File: config.mk
export PLATFORM = sky130hd
export DESIGN_NAME = hwmon_cfg_bank
export DESIGN_NICKNAME = d
export VERILOG_FILES = /design/src/rtl/hwmon_cfg_bank.sv
export SDC_FILE = /design/constraint.sdc
export NUM_CORES = 1
export LEC_CHECK = 0
export ABC_AREA = 1
export CORE_MARGIN = 1
export CORE_UTILIZATION = 50
export CTS_BUF_LIST = sky130_fd_sc_hd__clkbuf_8 sky130_fd_sc_hd__clkbuf_16
export CTS_CLUSTER_DIAMETER = 50
export DETAILED_ROUTE_END_ITERATION = 8
export PLACE_DENSITY_LB_ADDON = 0.05
export SLEW_MARGIN = 0
export SYNTH_ARGS = -nofsm -noshare
export SYNTH_HDL_FRONTEND = slang
export SYNTH_SLANG_ARGS = --single-unit
File: constraint.sdc
create_clock -name clk -period 2.3 [get_ports clk]
set_input_delay 0.46 -clock clk [delete_from_list [all_inputs] [get_ports clk]]
set_output_delay 0.46 -clock clk [all_outputs]
set_load 0.01 [all_outputs]
File: src/rtl/hwmon_cfg_bank.sv
module hwmon_cfg_bank #(
  parameter int AW = 8,
  parameter int DW = 8,
  parameter int NUM_FANS = 3,
  parameter int NUM_LIMITS = 4,
  parameter logic [AW-1:0] CFG_ADDR = 8'h40,
  parameter logic [AW-1:0] MAX_BASE = 8'h30,
  parameter logic [AW-1:0] LIM_BASE = 8'h44,
  parameter logic [NUM_LIMITS*DW-1:0] LIM_DFLT = 32'h50463C28
) (
  input  logic                     clk,
  input  logic                     rst_n,
  input  logic [AW-1:0]            addr,
  input  logic [DW-1:0]            wdata,
  input  logic                     we,
  output logic [DW-1:0]            rdata,
  output logic                     fan_force,
  output logic [NUM_FANS*DW-1:0]   fan_duty,
  output logic [NUM_LIMITS*DW-1:0] lim_active,
  output logic                     mon_en,
  output logic                     spinup_off,
  output logic                     bus_to_en,
  output logic                     locked
);

  logic mon_q, lock_q, full_q, spin_q, bus_q;
  logic [NUM_FANS-1:0][DW-1:0]   max_q;
  logic [NUM_LIMITS-1:0][DW-1:0] lim_q;

  wire cfg_hit = addr == CFG_ADDR;
  wire wr_lk   = we && !lock_q;

  always_ff @(posedge clk or negedge rst_n) begin
    if (!rst_n) begin
      mon_q  <= 1'b0;
      lock_q <= 1'b0;
      full_q <= 1'b0;
      spin_q <= 1'b0;
      bus_q  <= 1'b0;
      for (int i = 0; i < NUM_FANS; i++) max_q[i] <= '1;
      for (int i = 0; i < NUM_LIMITS; i++) lim_q[i] <= LIM_DFLT[i*DW +: DW];
    end else begin
      if (we && cfg_hit) begin
        mon_q  <= wdata[0];
        full_q <= wdata[3];
        if (wdata[1]) lock_q <= 1'b1;
      end
      if (wr_lk && cfg_hit) begin
        spin_q <= wdata[4];
        bus_q  <= wdata[5];
      end
      for (int i = 0; i < NUM_FANS; i++)
        if (wr_lk && addr == MAX_BASE + AW'(i)) max_q[i] <= wdata;
      for (int i = 0; i < NUM_LIMITS; i++)
        if (wr_lk && addr == LIM_BASE + AW'(i)) lim_q[i] <= wdata;
    end
  end

  always_comb begin
    rdata = '0;
    if (cfg_hit) rdata = DW'({2'b00, bus_q, spin_q, full_q, 1'b1, lock_q, mon_q});
    for (int i = 0; i < NUM_FANS; i++)
      if (addr == MAX_BASE + AW'(i)) rdata = max_q[i];
    for (int i = 0; i < NUM_LIMITS; i++)
      if (addr == LIM_BASE + AW'(i)) rdata = lim_q[i];
  end

  assign fan_force  = !mon_q || full_q;
  assign mon_en     = mon_q;
  assign spinup_off = spin_q;
  assign bus_to_en  = bus_q;
  assign locked     = lock_q;

  for (genvar g = 0; g < NUM_FANS; g++) begin : g_fan
    assign fan_duty[g*DW +: DW] = mon_q ? max_q[g] : '1;
  end
  for (genvar g = 0; g < NUM_LIMITS; g++) begin : g_lim
    assign lim_active[g*DW +: DW] = mon_q ? lim_q[g] : LIM_DFLT[g*DW +: DW];
  end

  p_lock_sticky_r6: assert property (@(posedge clk) disable iff (!rst_n)
    locked |=> locked);
  p_locked_hold_r5: assert property (@(posedge clk) disable iff (!rst_n)
    locked |=> ($stable(lim_q) && $stable(max_q)));
  p_locked_cfg_r9: assert property (@(posedge clk) disable iff (!rst_n)
    locked |=> ($stable(spinup_off) && $stable(bus_to_en)));
  p_mon_off_force_r2: assert property (@(posedge clk) disable iff (!rst_n)
    !mon_en |-> (fan_force && (&fan_duty)));
  p_full_speed_r4: assert property (@(posedge clk) disable iff (!rst_n)
    (mon_en && full_q) |-> (fan_force && fan_duty == max_q));
  p_ro_bits_r8: assert property (@(posedge clk) disable iff (!rst_n)
    cfg_hit |-> (rdata[2] && rdata[7:6] == 2'b00));

endmodule

### Word-level counts from Yosys, hierarchy flattened

Index checks and enable logic that the tools add are counted.

| storage, ports and cells | value |
|---|---|
| input port bits | 19 |
| logic and storage cells | 49 |
| register bits | 61 |
| output and inout bits | 69 |

| operators by class | value |
|---|---|
| mux-type cells | 15 |
| reductions and logical operators | 14 |
| equal/unequal tests | 8 |

Operator list:

| cell | number |
|---|---|
| $mux W8 | 14 |
| $eq A8 B7 Y1 const B | 5 |
| $eq A8 B6 Y1 const B | 3 |
| $logic_and A1 B1 Y1 | 10 |
| $mux W6 | 1 |
| $logic_not A1 Y1 | 2 |
| $reduce_and A2 Y1 | 1 |
| $logic_or A1 B1 Y1 | 1 |

### Logic depth before layout (Yosys ltp)

Gate-level depths: netlist of the first run.

| depth | value |
|---|---|
| word-level depth | 9 |
| mapped depth | 10 |
| mapped depth without buffers | 9 |

### Least setup slack after synthesis of the first run

OpenSTA, ideal clock, no wires.

| timing path | value |
|---|---|
| kind | input -> output |
| from | in addr[4] |
| to | out rdata[2] |
| stages on the path | 8 |
| arrival | 1467 ps |
| slack | 373 ps |
| required time | 1840 ps |
| buffers on the path | 1 |
| path through | inv_1 nand2_4 nor2_8 nand2_1 clkbuf_1 or2_2 nand2_1 nand4_1 |

| on the way | value |
|---|---|
| longest elaborated chain between the ends | 9 |
| elaborated cells between the ends (all ways) | 16 |
| classes of those cells | eq/ne (8); mux (8) |

Ends and longest elaborated chain:

| what | RTL line | source |
|---|---|---|
| start, declared | 13 | `input logic [AW-1:0] addr,` |
| $eq A8 B7 Y1 | 30 | `wire cfg_hit = addr == CFG_ADDR;` |
| $mux W6 | 61 | `if (cfg_hit) rdata = DW'({2'b00, bus_q, spin_q, full_q, 1'b1, lock_q, mon_q});` |
| $mux W8 (3 in a row) | 63 | `if (addr == MAX_BASE + AW'(i)) rdata = max_q[i];` |
| $mux W8 (3 in a row) | 65 | `if (addr == LIM_BASE + AW'(i)) rdata = lim_q[i];` |
| $mux W8 (*) | 65 |  |
| end, declared | 16 | `output logic [DW-1:0] rdata,` |

Every way passes the cells marked *; elsewhere a longest branch is shown, timed or not.

### Worst setup path in the final report of the first run

| timing path | value |
|---|---|
| from | in addr[5] |
| to | out rdata[2] |

The elaborated chain is that of the path after synthesis.

==> flow_summary.toml, run 1 <==
[run_status]
run_status = "finished with violations"
violations = "design-rule violations"

[detailed_routing]
viasPerCell = 5.13
wl_um = 9400
vias = 3394
drt-initial-drc-count = 226
ant_nets = 0
drt_pre_antenna_iters = 7
wl_per_cell_um = 14.2
drc = 10

[grt]
grt_overflow = 0
grt.total_usage_pct = 27.7
grt_pass1_vias = 3272
antenna_found_initial = 0
grt_max_degree = 60
grt_pass1_wl_um = 15500

[pwr]
p_per_area_nw_per_um2 = 469
vdd_drop_max_mv = 0.335
leakage_nw = 2.19
power_mw = 2.26

[place]
placedCellCount = 639
hpwl_um = 6570
place.gp.congestion = 0.871
dp_worst_setup_slack_ns = -0.646
port_buffers = 87

[timing]
finalSetupViolCount = 0
max_slew.worst_pin.slew_ns = 0.453
period_share_pct = 96.7
slew_headroom_pct = 69.8
layout_min_cycle_time_ns = 2.22
setup_ws_ns = 0.0753
fmax_mhz = 450
finalHoldViolCount = 0
finClkSkew_ns = 0.0116
tns_ns = 0
rsz0062_at_grt = "yes"
final-max-slew-violation-count = 0
timing.hold.ws_ns = 0.0107

[clocking]
htree_num_levels = 3
cts_buffers = 9
cts_tree = "yes"
numClockSinks = 61
root_buffer = "clkbuf_8"
clk_latency_ns = 0.34
path_clk_slew_ns = 0.08
clockBufferDepth = 2

[cells_and_area]
syn2layout_area_growth_pct = 41.4
layout-drive-gt1-share_pct = 23.8
final_common_cell = "nand2_1"
multi_input_area_um2 = 1530
num_antenna_cells = 0
seqCellArea_um2 = 1570
fin_nets = 599
layout_common_cells = "nand2_1, inv_1, clkdlybuf4s50_1"
stdcell_count = 662
fill_cells = 513

[worst_setup_path]
required_ns = 1.84
path_max_fanout = 5
end_kind = "output port"
reg2reg_setup_slack_ns = 0.80
cp-start-kind = "input pin"
regToRegStartpoint = "locked$_DFFE_PN0P_"
r2r_cells = 4
critPathKind = "in -> out"
timing.rr.end = "lim_q[1]$_DFFE_PN0P_"
cp.arrival_ns = 1.76

[die]
die_y_um = 84.5
core_area_um2 = 6460
die_w_um = 84.5
rows = 29
dieArea_um2 = 7140
start_util_pct = 52.7
ios = 88

[synthesis]
syn_nets = 487
syn_avg_cell_area_um2 = 7.27
ys_ff_latch = 61
syn_area_um2 = 3400
ys_types = 25
synth_warnings = 0
ys_seq_area_share_pct = 46.2
synth_cells = 468

[flow_run]
drv_cap = 0

[min_path]
min-delay-path-class = "in -> async"
[cell usage after synthesis]
master | number | area (um2)
and2_1 | 1 | 6.26
buf_2 | 4 | 20.0
buf_6 | 1 | 11.3
clkbuf_1 | 12 | 45.0
dfrtp_1 | 26 | 651
dfstp_2 | 35 | 920
inv_1 | 83 | 312
inv_2 | 1 | 3.75
nand2_1 | 166 | 623
nand2_2 | 5 | 31.3
nand2_4 | 4 | 45.0
nand3_1 | 25 | 125
nand4_1 | 9 | 56.3
nor2_1 | 17 | 63.8
nor2_2 | 2 | 12.5
nor2_4 | 2 | 22.5
nor2_8 | 1 | 20.0
nor3_1 | 1 | 5.00
nor3_4 | 1 | 16.3
nor4_4 | 1 | 21.3
o21ai_0 | 47 | 235
o21ai_1 | 13 | 65.1
o21ai_2 | 8 | 70.1
o21bai_1 | 2 | 15.0
or2_2 | 1 | 6.26
[flip-flops by register name, indices dropped and copies added, names as in the netlist]
signal and flops:
bus_to_en 1, full_q 1, lim_q 32, locked 1
max_q 24, mon_en 1, spinup_off 1
[cell families after synthesis]
family	after synthesis	synth area share, %
compound gates	70	11.3
flops	61	46.2
buf+inv	101	11.5
simple gates	236	31.0
[where the power goes]
group          internal [mW]  leakage (nW)  total, mW  switching (mW)
combinational          0.114          1.37      0.251           0.137
clock                  0.518         0.107      0.925           0.407
sequential              1.08         0.712       1.08         0.00280
[critical path: stages]
cell and delay, ns:
dlygate4sd2_1 0.25, inv_2 0.07, nand2_4 0.07, nor2_8 0.11
buf_6 0.14, nand2_4 0.07, or2_2 0.27, nand2_1 0.10
nand4_1 0.08, buf_2 0.14
[how the worst max path moves through the flow]
stage / from / to / cells after the start
floorplan: addr[4] / rdata[2] / 8
global placement: addr[1] / rdata[6] / 10
detailed placement: addr[2] / rdata[7] / 10
CTS: addr[5] / rdata[0] / 11
global route: addr[5] / rdata[1] / 13
finish: addr[5] / rdata[2] / 10
[area by class of cell]
type                       count  area share [%]
clock inverter                 6            1.12
inverter                      84            6.60
timing repair buffer         116            23.1
sequential                    61            32.7
multi-input combinational    308            31.7
clock buffer                  10            2.86
tap                           77            2.00
[per-stage QoR]
stage | utilization, % | instance area [um2]
floorplan | - | 3400
global placement | 69.8 | 4510
detailed placement | 69.8 | 4510
CTS | 74.1 | 4780
global route | 74.5 | 4810
finish | 74.5 | 4810
[timing repair]
| item | in CTS | in global routing |
|---|---|---|
| hold buffers | 0 | 0 |
| gates resized for setup | 70 | 12 |
| gates cloned | 3 | 0 |
| setup endpoints to repair | 8 | 5 |
| setup buffers | 4 | 0 |
| pin swaps | 12 | 10 |
[routing by layer]
metal	track usage (%)	wire [um]
met4	10.8	144
met3	3.34	445
met1	35.2	4010
met5	0	0
met2	48.3	4800
Note: power is estimated with default switching activity, not from simulation.
==> run 2: changes to the inputs <==
--- a/config.mk
+++ b/config.mk
@@ -6,7 +6,7 @@
 export NUM_CORES = 1
 export LEC_CHECK = 0
 export ABC_AREA = 1
-export CORE_MARGIN = 1
+export CORE_MARGIN = 10
 export CORE_UTILIZATION = 50
 export CTS_BUF_LIST = sky130_fd_sc_hd__clkbuf_8 sky130_fd_sc_hd__clkbuf_16
 export CTS_CLUSTER_DIAMETER = 50
@@ -16,3 +16,4 @@
 export SYNTH_ARGS = -nofsm -noshare
 export SYNTH_HDL_FRONTEND = slang
 export SYNTH_SLANG_ARGS = --single-unit
+export TNS_END_PERCENT = 1
==> flow_summary.toml, run 2 (synthesis gave the netlist of run 1 again) <==
[worst_setup_path]
regToRegStartpoint = "locked$_DFFE_PN0P_"
path_max_fanout = 5
end_kind = "output port"
cp_slowest_cell = "clkdlybuf4s15_1"
cp-start-kind = "input pin"
cp.arrival_ns = 1.78
cp_slowest_stage_delay_ns = 0.22
cpMostUsedCell = "buf_6"
required_ns = 1.84
startpoint = "addr[0]"
crit_chain = "clkdlybuf4s15_1 -> inv_2 -> nand2_2 -> buf_4 -> nor4_4 -> buf_6 -> buf_6 -> nand2_1 -> nand4_1 -> buf_2"
critPathKind = "in -> out"

[die]
rows = 30
die_y_um = 102
dieArea_um2 = 10500
die_w_um = 102
start_util_pct = 50.6
core_area_um2 = 6720
ios = 88

[detailed_routing]
vias = 3343
drt_pre_antenna_iters = 4
wl_per_cell_um = 15.1
viasPerCell = 4.99
ant_nets = 0
wl_um = 10100
drc = 0
drt-initial-drc-count = 196

[timing]
timing.hold.ws_ns = 0.0997
fmax_mhz = 446
final-max-slew-violation-count = 0
rsz0062_at_grt = "yes"
finalSetupViolCount = 0
finClkSkew_ns = 0.00838
slew_headroom_pct = 63.9
max_slew.worst_pin.slew_ns = 0.541
period_share_pct = 97.5
layout_min_cycle_time_ns = 2.24
finalHoldViolCount = 0

[cells_and_area]
final_common_cell = "nand2_1"
layout-drive-gt1-share_pct = 25.9
syn2layout_area_growth_pct = 43.8
stdcell_count = 670
layout_common_cells = "nand2_1, inv_1, clkdlybuf4s50_1"
largest_reg_flops = 32
final_util_pct = 72.8
num_antenna_cells = 0
max_flop_register = "lim_q"
fin_nets = 604
reg_top3 = "lim_q x32, max_q x24"

[clocking]
clk_latency_ns = 0.34
numClockSinks = 61
path_clk_slew_ns = 0.07
cts_buffers = 9
clockBufferDepth = 2
cts_tree = "yes"
htree_num_levels = 3
root_buffer = "clkbuf_8"

[grt]
antenna_found_initial = 0
grt_overflow = 0
grt_pass1_vias = 3340
grt_max_degree = 40
grt.total_usage_pct = 19.8
grt_pass1_wl_um = 16400

[run_status]
run_status = "complete, no violations"

[place]
placedCellCount = 640
place.gp.congestion = 0.869
hpwl_um = 7310
port_buffers = 87

[pwr]
p_per_area_nw_per_um2 = 443
leakage_nw = 2.22
vdd_drop_max_mv = 0.351

[min_path]
min-delay-path-class = "in -> async"

[flow_run]
drv_cap = 0
==> run 2: repair_timing <==
action / CTS / global route
setup endpoints to repair: 29 / 8
setup buffers: 7 / 5
gates cloned: 3 / 0
pin swaps: 10 / 15
gates resized for setup: 77 / 28
hold buffers: 0 / 0
==> run 2: final timing paths <==
path | end | slack [ns] | cells after the start
min reg2reg | lim_q[17]$_DFFE_PN1P_ | 0.48 | 2
min | full_q$_DFFE_PN0P_ | 0.1 | 1
max in group asynchronous | lim_q[13]$_DFFE_PN1P_ | 1.54 | 2
max reg2reg | max_q[0]$_DFFE_PN1P_ | 0.85 | 3
max | rdata[4] | 0.06 | 10
min in group clk | lim_q[17]$_DFFE_PN1P_ | 0.48 | 2
==> run 2: critical path, delay by kind of cell <==
family	cells	cell delay, ns
buf+inv	6	0.91
simple gates	4	0.39
==> run 2: metrics by stage <==
step	TNS [ns]	cell area, um2	setup WS [ns]	power [mW]
2_1_floorplan	0	3400	0.373	1.19
3_3_place_gp	-4.77	4480	-0.609	1.33
3_5_place_dp	-5.82	4480	-0.673	1.34
4_1_cts	0	4800	0.000539	2.17
5_1_grt	-0.0689	4890	-0.0246	2.26
6_report	0	4890	0.0585	2.17
==> run 2: routing by layer <==
metal  wire length (um)  part of all wire [%]  up-vias  track usage, %
met3                863                   8.5       21            5.14
met2               4930                    49      110            32.8
met1               4150                    41     1537            24.2
met4                197                   1.9        0            7.38
met5                  0                     0        -               0
li1                   -                     -     1675               -
==> run 2: where the power goes <==
part	switching [mW]	total, mW	internal, mW
Sequential	0.00311	1.08	1.08
Combinational	0.142	0.261	0.118
Clock	0.417	0.825	0.408
==> run 2: cell type report <==
class	instances	area, um2
Clock buffer	10	138
Sequential cell	61	1570
Clock inverter	6	31.3
Tap cell	80	100
Timing Repair Buffer	122	1180
Multi-Input combinational cell	307	1560
Inverter	84	320
Fill cell	535	1830
==> run 3: changes to the inputs <==
--- a/config.mk
+++ b/config.mk
@@ -7,7 +7,7 @@
 export LEC_CHECK = 0
 export ABC_AREA = 1
 export CORE_MARGIN = 10
-export CORE_UTILIZATION = 50
+export CORE_UTILIZATION = 30
 export CTS_BUF_LIST = sky130_fd_sc_hd__clkbuf_8 sky130_fd_sc_hd__clkbuf_16
 export CTS_CLUSTER_DIAMETER = 50
 export DETAILED_ROUTE_END_ITERATION = 8
==> flow_summary.toml, run 3 (synthesis gave the netlist of run 1 again) <==
[clocking]
root_buffer = "clkbuf_16"
cts_buffers = 9
numClockSinks = 61
cts_tree = "yes"
path_clk_slew_ns = 0.05
htree_num_levels = 3
clk_latency_ns = 0.32
clockBufferDepth = 2

[die]
dieArea_um2 = 16000
start_util_pct = 31.0
rows = 38
die_y_um = 126
die_w_um = 126
core_area_um2 = 11000
ios = 88

[worst_setup_path]
end_kind = "output port"
path_max_fanout = 8
reg2reg_setup_slack_ns = 0.91
cpMostUsedCell = "nand2_4"
critPathKind = "in -> out"
cp.depth = 10
critPathTopFamily = "buffers and inverters"
crit_end = "rdata[4]"
startpoint = "addr[1]"
cp.arrival_ns = 1.81
regToRegStartpoint = "locked$_DFFE_PN0P_"
crit_chain = "dlygate4sd2_1 -> inv_2 -> nand2_4 -> nor2_4 -> nand2_4 -> buf_4 -> nor2_1 -> o21bai_1 -> nand4_1 -> buf_2"
timing.rr.end = "lim_q[19]$_DFFE_PN0P_"
cp_slowest_cell = "dlygate4sd2_1"
required_ns = 1.84
r2r_cells = 4
crit_buf_inv = 4
cp_slowest_stage_delay_ns = 0.27
cp-start-kind = "input pin"

[place]
hpwl_um = 8050
port_buffers = 87
dp_worst_setup_slack_ns = -0.692
placedCellCount = 706
place.gp.congestion = 0.798

[pwr]
switching_power_mw = 0.615
p_comb_share_pct = 10.0
leakage_nw = 2.25
vdd_drop_max_mv = 0.251
clkPwrFrac_pct = 48.0
swShare_pct = 23.8
p_seq_share_pct = 42.0
p_int_mw = 1.97
p_per_area_nw_per_um2 = 516

[cells_and_area]
stdcell_count = 725
max_flop_register = "lim_q"
syn2layout_area_growth_pct = 47.1
fin_nets = 599
final_util_pct = 45.6
reg_top3 = "lim_q x32, max_q x24"
final_common_cell = "nand2_1"
largest_reg_flops = 32
num_antenna_cells = 0
layout-drive-gt1-share_pct = 24.3
layout_common_cells = "nand2_1, inv_1, clkdlybuf4s50_1"

[run_status]
run_status = "complete, no violations"

[timing]
period_share_pct = 98.5
max_slew.worst_pin.slew_ns = 0.603
layout_min_cycle_time_ns = 2.27
rsz0062_at_grt = "yes"
finalHoldViolCount = 0
setup_ws_ns = 0.0338
finClkSkew_ns = 0.00597
fmax_mhz = 441
finalSetupViolCount = 0
tns_ns = 0
slew_headroom_pct = 59.8
final-max-slew-violation-count = 0

[detailed_routing]
wl_um = 10900
vias = 3278
drt-initial-drc-count = 186
drt_pre_antenna_iters = 5
viasPerCell = 4.52
ant_nets = 0
wl_per_cell_um = 15.1
drc = 0

[grt]
grt.total_usage_pct = 13.7
grt_pass1_wl_um = 17700
antenna_found_initial = 0
grt_pass1_vias = 3222
grt_max_degree = 42
grt_overflow = 0

[flow_run]
drv_cap = 0

[min_path]
min-delay-path-class = "in -> async"
==> run 3: layout make-up <==
class | instances | area, um2
Clock buffer | 11 | 253
Inverter | 84 | 315
Tap cell | 140 | 175
Fill cell | 1159 | 5980
Multi-Input combinational cell | 307 | 1540
Clock inverter | 5 | 21.3
Timing Repair Buffer | 117 | 1130
Sequential cell | 61 | 1570
==> run 3: power by group through the flow <==
stage | Combinational [mW] | Clock, mW | Sequential, mW
floorplan | 0.0866 | 0 | 1.10
finish | 0.258 | 1.24 | 1.08
global route | 0.282 | 1.31 | 1.08
global placement | 0.248 | 0 | 1.10
detailed placement | 0.249 | 0 | 1.10
CTS | 0.259 | 1.26 | 1.08
==> run 3: metal layers <==
metal / GRT usage (%) / part of all wire (%) / vias to the layer above
met5: 0 / 0 / -
met1: 17.4 / 45 / 1518
met2: 22.1 / 48 / 87
li1: - / - / 1667
met3: 3.79 / 6.3 / 6
met4: 3.82 / 0.75 / 0
==> run 3: worst min-delay path by stage <==
stage	depth (start not counted)	slack [ns]	endpoint
after CTS	1	0.16	bus_to_en$_DFFE_PN0P_
after floorplan	0	0.16	bus_to_en$_DFFE_PN0P_
after detailed placement	2	0.48	lim_q[18]$_DFFE_PN1P_
final	1	0.15	spinup_off$_DFFE_PN0P_
after global placement	2	0.47	lim_q[18]$_DFFE_PN1P_
after global routing	1	0.17	bus_to_en$_DFFE_PN0P_
==> run 3: timing repair <==
action	4_1_cts	5_1_grt
endpoints found under the hold margin	0	0
resized for setup	72	11
cloned	2	0
setup endpoints to repair	8	8
pin swaps	17	4
setup buffers	1	1
hold buffers	0	0
==> run 3: stage by stage <==
step                power (mW)  hold slack [ns]  instance area [um2]
finish                    2.58            0.151                 5010
global route              2.68            0.171                 5010
CTS                       2.61            0.159                 4970
detailed placement        1.35            0.476                 4650
global placement          1.35            0.472                 4650
floorplan                 1.19            0.164                 3400
